<file path="src/rtl/irq_pkg.sv">
package irq_pkg;
  localparam logic [1:0] SEL_CORE  = 2'd0;
  localparam logic [1:0] SEL_PEN   = 2'd1;
  localparam logic [1:0] SEL_PFLAG = 2'd2;
  localparam int BYTE_W = 8;
  localparam int CORE_SRC = 3;
  localparam int BIT_GLOBAL = 7;
  localparam int BIT_GROUP  = 6;
endpackage

</file>
<file path="src/rtl/irq_edge_det.sv">
module irq_edge_det (
  input  logic clk,
  input  logic rst,
  input  logic pin,
  input  logic rise_sel,
  output logic hit
);
  logic prev_q;
  always_ff @(posedge clk) begin
    if (rst) prev_q <= 1'b0;
    else     prev_q <= pin;
  end
  always_comb begin
    if (rise_sel) hit = pin & ~prev_q;
    else          hit = ~pin & prev_q;
  end
endmodule

</file>
<file path="src/rtl/irq_chg_det.sv">
module irq_chg_det #(
  parameter int W = 4
) (
  input  logic         clk,
  input  logic         rst,
  input  logic [W-1:0] pins,
  input  logic         snap_req,
  output logic         mismatch,
  output logic [W-1:0] snap_q
);
  always_ff @(posedge clk) begin
    if (rst)           snap_q <= '0;
    else if (snap_req) snap_q <= pins;
  end
  assign mismatch = (pins != snap_q);
endmodule

</file>
<file path="src/rtl/irq_sticky_bank.sv">
module irq_sticky_bank #(
  parameter int W = 8
) (
  input  logic         clk,
  input  logic         rst,
  input  logic         wr,
  input  logic [W-1:0] wr_val,
  input  logic [W-1:0] hw_set,
  output logic [W-1:0] flags_q
);
  for (genvar i = 0; i < W; i++) begin : g_flag
    always_ff @(posedge clk) begin
      if (rst)            flags_q[i] <= 1'b0;
      else if (hw_set[i]) flags_q[i] <= 1'b1;
      else if (wr)        flags_q[i] <= wr_val[i];
    end
  end
endmodule

</file>
<file path="src/rtl/irq_gate_ctrl.sv">
module irq_gate_ctrl
  import irq_pkg::*;
#(
  parameter int PERIPH_W = 8,
  parameter int CHG_W    = 4
) (
  input  logic                clk,
  input  logic                rst,
  input  logic                wr_en,
  input  logic [1:0]          wr_sel,
  input  logic [BYTE_W-1:0]   wr_data,
  input  logic [1:0]          rd_sel,
  output logic [BYTE_W-1:0]   rd_data,
  input  logic                ext_rise_sel,
  input  logic                ext_pin,
  input  logic [CHG_W-1:0]    chg_pins,
  input  logic                port_rd,
  input  logic                tmr_ovf,
  input  logic [PERIPH_W-1:0] periph_evt,
  output logic                irq
);
  localparam int EN_W = BYTE_W - CORE_SRC;

  logic                wr_core, wr_pen, wr_pflag;
  logic [EN_W-1:0]     core_en_q;
  logic [CORE_SRC-1:0] core_fl_q;
  logic [PERIPH_W-1:0] pen_q, pflag_q;
  logic [BYTE_W-1:0]   ctrl_byte;
  logic [CHG_W-1:0]    chg_snap;
  logic                ext_hit, chg_mis, irq_d;
  logic [BYTE_W-1:0]   pen_ext, pflag_ext, rd_d;

  assign wr_core  = wr_en && (wr_sel == SEL_CORE);
  assign wr_pen   = wr_en && (wr_sel == SEL_PEN);
  assign wr_pflag = wr_en && (wr_sel == SEL_PFLAG);

  irq_edge_det u_edge (
    .clk(clk), .rst(rst), .pin(ext_pin), .rise_sel(ext_rise_sel), .hit(ext_hit)
  );

  irq_chg_det #(.W(CHG_W)) u_chg (
    .clk(clk), .rst(rst), .pins(chg_pins), .snap_req(port_rd),
    .mismatch(chg_mis), .snap_q(chg_snap)
  );

  // core flags: bit2 timer, bit1 external pin, bit0 pin change
  irq_sticky_bank #(.W(CORE_SRC)) u_core_fl (
    .clk(clk), .rst(rst), .wr(wr_core), .wr_val(wr_data[CORE_SRC-1:0]),
    .hw_set({tmr_ovf, ext_hit, chg_mis}), .flags_q(core_fl_q)
  );

  irq_sticky_bank #(.W(PERIPH_W)) u_per_fl (
    .clk(clk), .rst(rst), .wr(wr_pflag), .wr_val(wr_data[PERIPH_W-1:0]),
    .hw_set(periph_evt), .flags_q(pflag_q)
  );

  always_ff @(posedge clk) begin
    if (rst) begin
      core_en_q <= '0;
      pen_q     <= '0;
    end else begin
      if (wr_core) core_en_q <= wr_data[BYTE_W-1:CORE_SRC];
      if (wr_pen)  pen_q     <= wr_data[PERIPH_W-1:0];
    end
  end

  assign ctrl_byte = {core_en_q, core_fl_q};

  // per-source enables at bits 5..3 line up with flags at bits 2..0
  assign irq_d = ctrl_byte[BIT_GLOBAL] &
                 ((|(ctrl_byte[2*CORE_SRC-1:CORE_SRC] & core_fl_q)) |
                  (ctrl_byte[BIT_GROUP] & (|(pen_q & pflag_q))));

  always_comb begin
    pen_ext   = '0;
    pflag_ext = '0;
    pen_ext[PERIPH_W-1:0]   = pen_q;
    pflag_ext[PERIPH_W-1:0] = pflag_q;
    case (rd_sel)
      SEL_CORE:  rd_d = ctrl_byte;
      SEL_PEN:   rd_d = pen_ext;
      SEL_PFLAG: rd_d = pflag_ext;
      default:   rd_d = '0;
    endcase
  end

  always_ff @(posedge clk) begin
    if (rst) begin
      irq     <= 1'b0;
      rd_data <= '0;
    end else begin
      irq     <= irq_d;
      rd_data <= rd_d;
    end
  end
endmodule

</file>
<file path="config.mk">
export PLATFORM = sky130hd
export DESIGN_NAME = irq_gate_ctrl
export DESIGN_NICKNAME = d
export VERILOG_FILES = /design/src/rtl/irq_pkg.sv /design/src/rtl/irq_edge_det.sv /design/src/rtl/irq_chg_det.sv /design/src/rtl/irq_sticky_bank.sv /design/src/rtl/irq_gate_ctrl.sv
export SDC_FILE = /design/constraint.sdc
export NUM_CORES = 1
export LEC_CHECK = 0
export ABC_AREA = 1
export BUFFER_PORTS_ARGS = -buffer_cell sky130_fd_sc_hd__buf_2
export CAP_MARGIN = 40
export CORE_MARGIN = 2
export CORE_UTILIZATION = 52
export DETAILED_ROUTE_END_ITERATION = 10
export PLACE_DENSITY = 0.87
export SETUP_SLACK_MARGIN = 0.3
export SYNTH_ARGS = -nofsm -noshare
export SYNTH_HDL_FRONTEND = slang
export SYNTH_SLANG_ARGS = --single-unit
</file>
<file path="constraint.sdc">
create_clock -name clk -period 0.9 [get_ports clk]
set_input_delay 0.09 -clock clk [delete_from_list [all_inputs] [get_ports clk]]
set_output_delay 0.09 -clock clk [all_outputs]
set_load 0.05 [all_outputs]
</file>
# Word-level counts from Yosys, hierarchy flattened
# Index checks and enable logic that the tools add are counted.
[word_totals]
regBits = 38
inputBits = 31
out_inout_bits = 9
elab_cells = 73
[classes]
n_eq_ne = 5
n_mux = 24
n_bitwise = 9
reduce_logical = 18
[op_table]
columns = ["cell", "count"]
rows = [
  ["case mux 8 bit (3 select lines)", 1],
  ["two-way mux 1 bit", 23],
  ["nonzero test 2 bit", 11],
  ["bitwise AND 8 bit", 1],
  ["OR reduction 8 bit", 1],
  ["bitwise AND 1 bit", 4],
  ["== test 2 x 1 -> 1 bit, second input constant", 2],
  ["== test 2 bit, second input constant", 2],
  ["zero test 2 bit", 2],
  ["inequality test 4 bit", 1],
  ["bitwise AND 3 bit", 1],
  ["logical AND 1 bit", 3],
  ["OR reduction 3 bit", 1],
  ["inverter 1 bit", 2],
  ["OR 1 bit", 1],
]

# Logic depth before layout (Yosys ltp)
[depth]
depth_word = 5
depth_mapped = 8
mapped_depth_nobuf = 7

# Cells and area by module
# From an unflattened synthesis, not the netlist that was laid out.
[unflattened]
cells_unflattened = 281
hier_area_um2 = 1803.0
[modules_own_cells]
columns = ["module", "instances", "cells_each", "area_each_um2", "seq_area_each_um2"]
rows = [
  ["irq_gate_ctrl", 1, 146, 965.9, 440.4],
  ["irq_sticky_bank (u_per_fl)", 1, 67, 430.4, 160.2],
  ["irq_chg_det", 1, 36, 219.0, 80.1],
  ["irq_sticky_bank (u_core_fl)", 1, 24, 138.9, 60.1],
  ["irq_edge_det", 1, 8, 48.8, 20.0],
]

# Least setup slack after synthesis
# OpenSTA, ideal clock, no wires.
[synth_timing]
kind = "register to register"
from = "register u_chg.snap_q[3]"
to = "register u_core_fl.flags_q[0]"
setup_ps = 109
arrival_ps = 672
required_time_ps = 791
setup_slack_ps = 120
stages_incl_launch_ff = 8
n_path_buf = 0
synth_period_minus_slack_ps = 780
path_cell_list = "dfxtp_1 inv_1 nand2_1 nand2_1 nor2_1 nand3_1 nand2_1 inv_1"
[synth_between]
elab_chain_len = 2
word_cells_on_any_way = 3
cone_classes = "1 x eq/ne; 1 x mux; 1 x reduce/logical"
[synth_rtl]
columns = ["element", "line_no", "source"]
rows = [
  ["from (decl)", "irq_chg_det.sv:9", "output logic [W-1:0] snap_q"],
  ["from (signal assigned)", "irq_chg_det.sv:13", "else if (snap_req) snap_q <= pins;"],
  ["inequality test 4 bit (*)", "irq_chg_det.sv:15", "assign mismatch = (pins != snap_q);"],
  ["two-way mux 1 bit / nonzero test 2 bit (equally long branches)", "--", ""],
  ["to (signal, indexed assignment)", "irq_sticky_bank.sv:15", "else if (wr) flags_q[i] <= wr_val[i];"],
  ["to (decl)", "irq_sticky_bank.sv:9", "output logic [W-1:0] flags_q"],
]
# Every way passes the cells marked *; elsewhere a longest branch is shown, timed or not.
# A chain may end at the register's enable or synchronous reset.

# Final worst setup path
[layout_timing]
from = "register rd_data[1]"
to = "output rd_data[1]"
[layout_lines]
columns = ["element", "line_no", "source"]
rows = [
  ["from (decl)", "irq_gate_ctrl.sv:13", "output logic [BYTE_W-1:0] rd_data,"],
  ["from (signal assigned)", "irq_gate_ctrl.sv:93", "rd_data <= rd_d;"],
]
# No word-level cell between the ends.

==> out/qor.csv <==
metric;value;unit
fin_skew;0.0134;ns
grt_max_degree;26;
syn_avg_cell_area;7.01;um2
route.detailed.wl_per_inst;12.9;um
synthCells;243;
die_height;61.2;um
multi_input_combinational_cell_area;890;um2
fmax;1080;MHz
leakagePower;1.25;nW
core-area;3080;um2
timing.slew.headroom;0.746;
rsz0062_at_grt;true;
yosys.cell_types.count;20;
final_cell_mix;nand2_1 (58), dfxtp_2 (36), inv_1 (31);
fill_cells;208;
setup.worst_path.start_class;flop;
grt_remaining_overflow;0;
outcome;finished with violations;
switching_power;0.992;mW
antenna_violations_before_repair;0;
final.setup.tns;-0.137;ns
drc;0;
critical_path.n_buffers_inverters;1;
die_width;61.2;um
setup_violations;9;
critical_path.slowest_cell;dfxtp_2;
first_pass_drt_iterations;4;
grt_pass1_vias;1539;
period_share;1.03;
finalCoreUtilization;0.784;
vias;1764;
cp.arrival;0.83;ns
netlist_area;1700;um2
rr_startpoint;u_per_fl.flags_q[0];
violations;negative hold slack, negative setup slack;
regToRegEndpoint;irq;
power.share.switching;0.293;
post_drt_via_cell_ratio;5.11;
dr.first_iter.drc_count;83;
routed_wl;4440;um
boundaryPins;40;
root_driver;clkbuf_4;
top_delay_family_on_crit_path;flip-flops;
fp-row-count;20;
power.total;3.38;mW
cts_inserted_buffers;5;
hold_path_depth;3;
cts_max_level;2;
grt_usage;0.222;
n_antenna_cell;0;
port-buffer-count;39;
end_kind;primary output;
yosys_register_bits;38;
layout.cells.most_common;nand2_1;
min_path_type;in -> reg;
grt_pass1_wl;6150;um
final_cell_count_no_fill;345;
highest_cell_delay_on_the_worst_timing_path;0.35;ns
min_period;0.924;ns
final-hold-violation-count;8;
ctsLongestPathBuffers;2;
tritoncts;yes;
seqPwrFrac;0.560;
tightestPinTransition;0.381;ns
combPwrFrac;0.198;
min_to;u_per_fl.flags_q[1];
cts_num_sinks;38;
drtAntennaViolNets;0;
timing_max_transition_violations_final;0;
dp_worst_setup_slack;-0.0735;ns
timing.setup.critical_path_class;reg -> out;
ir_drop;0.863;mV
place_congestion;0.824;
internal_power;2.39;mW
reg2regPathDepth;6;
drive_gt1_frac;0.518;
power_per_cell_area;1400;nW/um2
post_dp_cell_area;2030;um2
worst_slack;-0.0239;ns
synth-seq-area-share;0.447;
clk_latency;0.34;ns
worstPathMaxFanout;1;
ys_dominant_reg_cell;dfxtp_1;
hold-worst-slack;-0.0637;ns
die_footprint;3750;um2
post-dp-hpwl;2600;um
clockPowerShare;0.242;
count_of_flip_flops_with_a_built_in_enable_after_synthesis;0;
final_design_area_no_fill;2410;um2
max_cap_viol_count;0;
syn_nets;274;
final_net_count;332;
path_clk_slew;0.11;ns
async_flop_share;0;
synth.yosys.warnings;0;
crit_path_cell_trace;buf_8;
area_delta_synth_final;41.7;%
floorplan.initialDensity;0.553;
placed_cells_incl_taps;330;
ff2ff_setup_slack;0.01;ns
required_time_of_the_critical_path;0.81;ns
area.sequential;810;um2
min_from;periph_evt[1];
==> repair_timing <==
action | 4_1_cts | 5_1_grt
setup endpoints to repair | 42 | 45
resized for setup | 56 | 48
buffers inserted | 2 | 5
hold endpoints to repair | 8 | 8
gates cloned | 0 | 1
pin swaps | 25 | 18
==> flip-flops by register name, indices dropped and copies added, names as in the netlist <==
register           flops
core_en_q              5
rd_data                8
irq                    1
pen_ext                8
u_core_fl.flags_q      3
u_edge.prev_q          1
u_per_fl.flags_q       8
u_chg.snap_q           4
==> worst min-delay path, cell delays in order <==
cell and delay, ns:
buf_2 0.08, o21ai_1 0.06, inv_1 0.04
==> kinds of logic after synthesis <==
logic type      share of synthesized area
compound gates                      0.165
xor+xnor                           0.0103
buf+inv                             0.112
flops                               0.447
simple gates                        0.266
==> area by class of cell <==
type,instances,area share
multi-input cells,161,0.369
flip-flops and latches,38,0.336
repair buffers,56,0.187
inverters,38,0.0638
well taps,44,0.0228
clock buffers,7,0.0187
repair inverters,1,0.00311
==> power by group through the flow <==
stage | Combinational (mW) | Sequential, mW | Clock [mW]
floorplan | 0.289 | 1.94 | 0
global placement | 0.505 | 1.89 | 0
detailed placement | 0.520 | 1.89 | 0
CTS | 0.570 | 1.87 | 0.815
global route | 0.729 | 1.90 | 0.898
finish | 0.668 | 1.90 | 0.819
==> cells in the mapped netlist (2+ instances only) <==
| cell | number | area [um2] |
|---|---|---|
| inv_2 | 3 | 11.3 |
| o21ai_0 | 15 | 75.1 |
| inv_1 | 35 | 131 |
| buf_2 | 2 | 10.0 |
| a21oi_2 | 2 | 17.5 |
| o21ai_1 | 7 | 35.0 |
| dfxtp_1 | 38 | 761 |
| a21o_1 | 2 | 15.0 |
| o21ai_2 | 6 | 52.6 |
| a21oi_1 | 17 | 85.1 |
| nor2_1 | 24 | 90.1 |
| xor2_1 | 2 | 17.5 |
| buf_6 | 3 | 33.8 |
| nand2_2 | 2 | 12.5 |
| nand2_1 | 71 | 267 |
| nand3_1 | 10 | 50.1 |
==> per-layer routing <==
metal  up-vias  global-route usage  part of all wire
li1        870                   -                 -
met1       798               0.252              0.40
met2        84               0.395              0.51
met3        12              0.0609             0.068
met4         0              0.0807             0.021
met5         -                   0                 0
==> worst max-delay path by stage <==
| stage | start | end | slack, ns | depth (start not counted) |
|---|---|---|---|---|
| 5_1_grt | u_chg.snap_q[3] | u_core_fl.flags_q[0] | -0.08 | 7 |
| 2_1_floorplan | u_chg.snap_q[3] | u_core_fl.flags_q[0] | 0.13 | 7 |
| 4_1_cts | rd_data[2] | rd_data[2] | -0.02 | 1 |
| 6_report | rd_data[1] | rd_data[1] | -0.02 | 1 |
| 3_5_place_dp | wr_sel[0] | u_per_fl.flags_q[3] | -0.07 | 6 |
| 3_3_place_gp | wr_sel[0] | u_per_fl.flags_q[3] | -0.05 | 6 |
No activity file was read; power rests on OpenSTA's default activity.
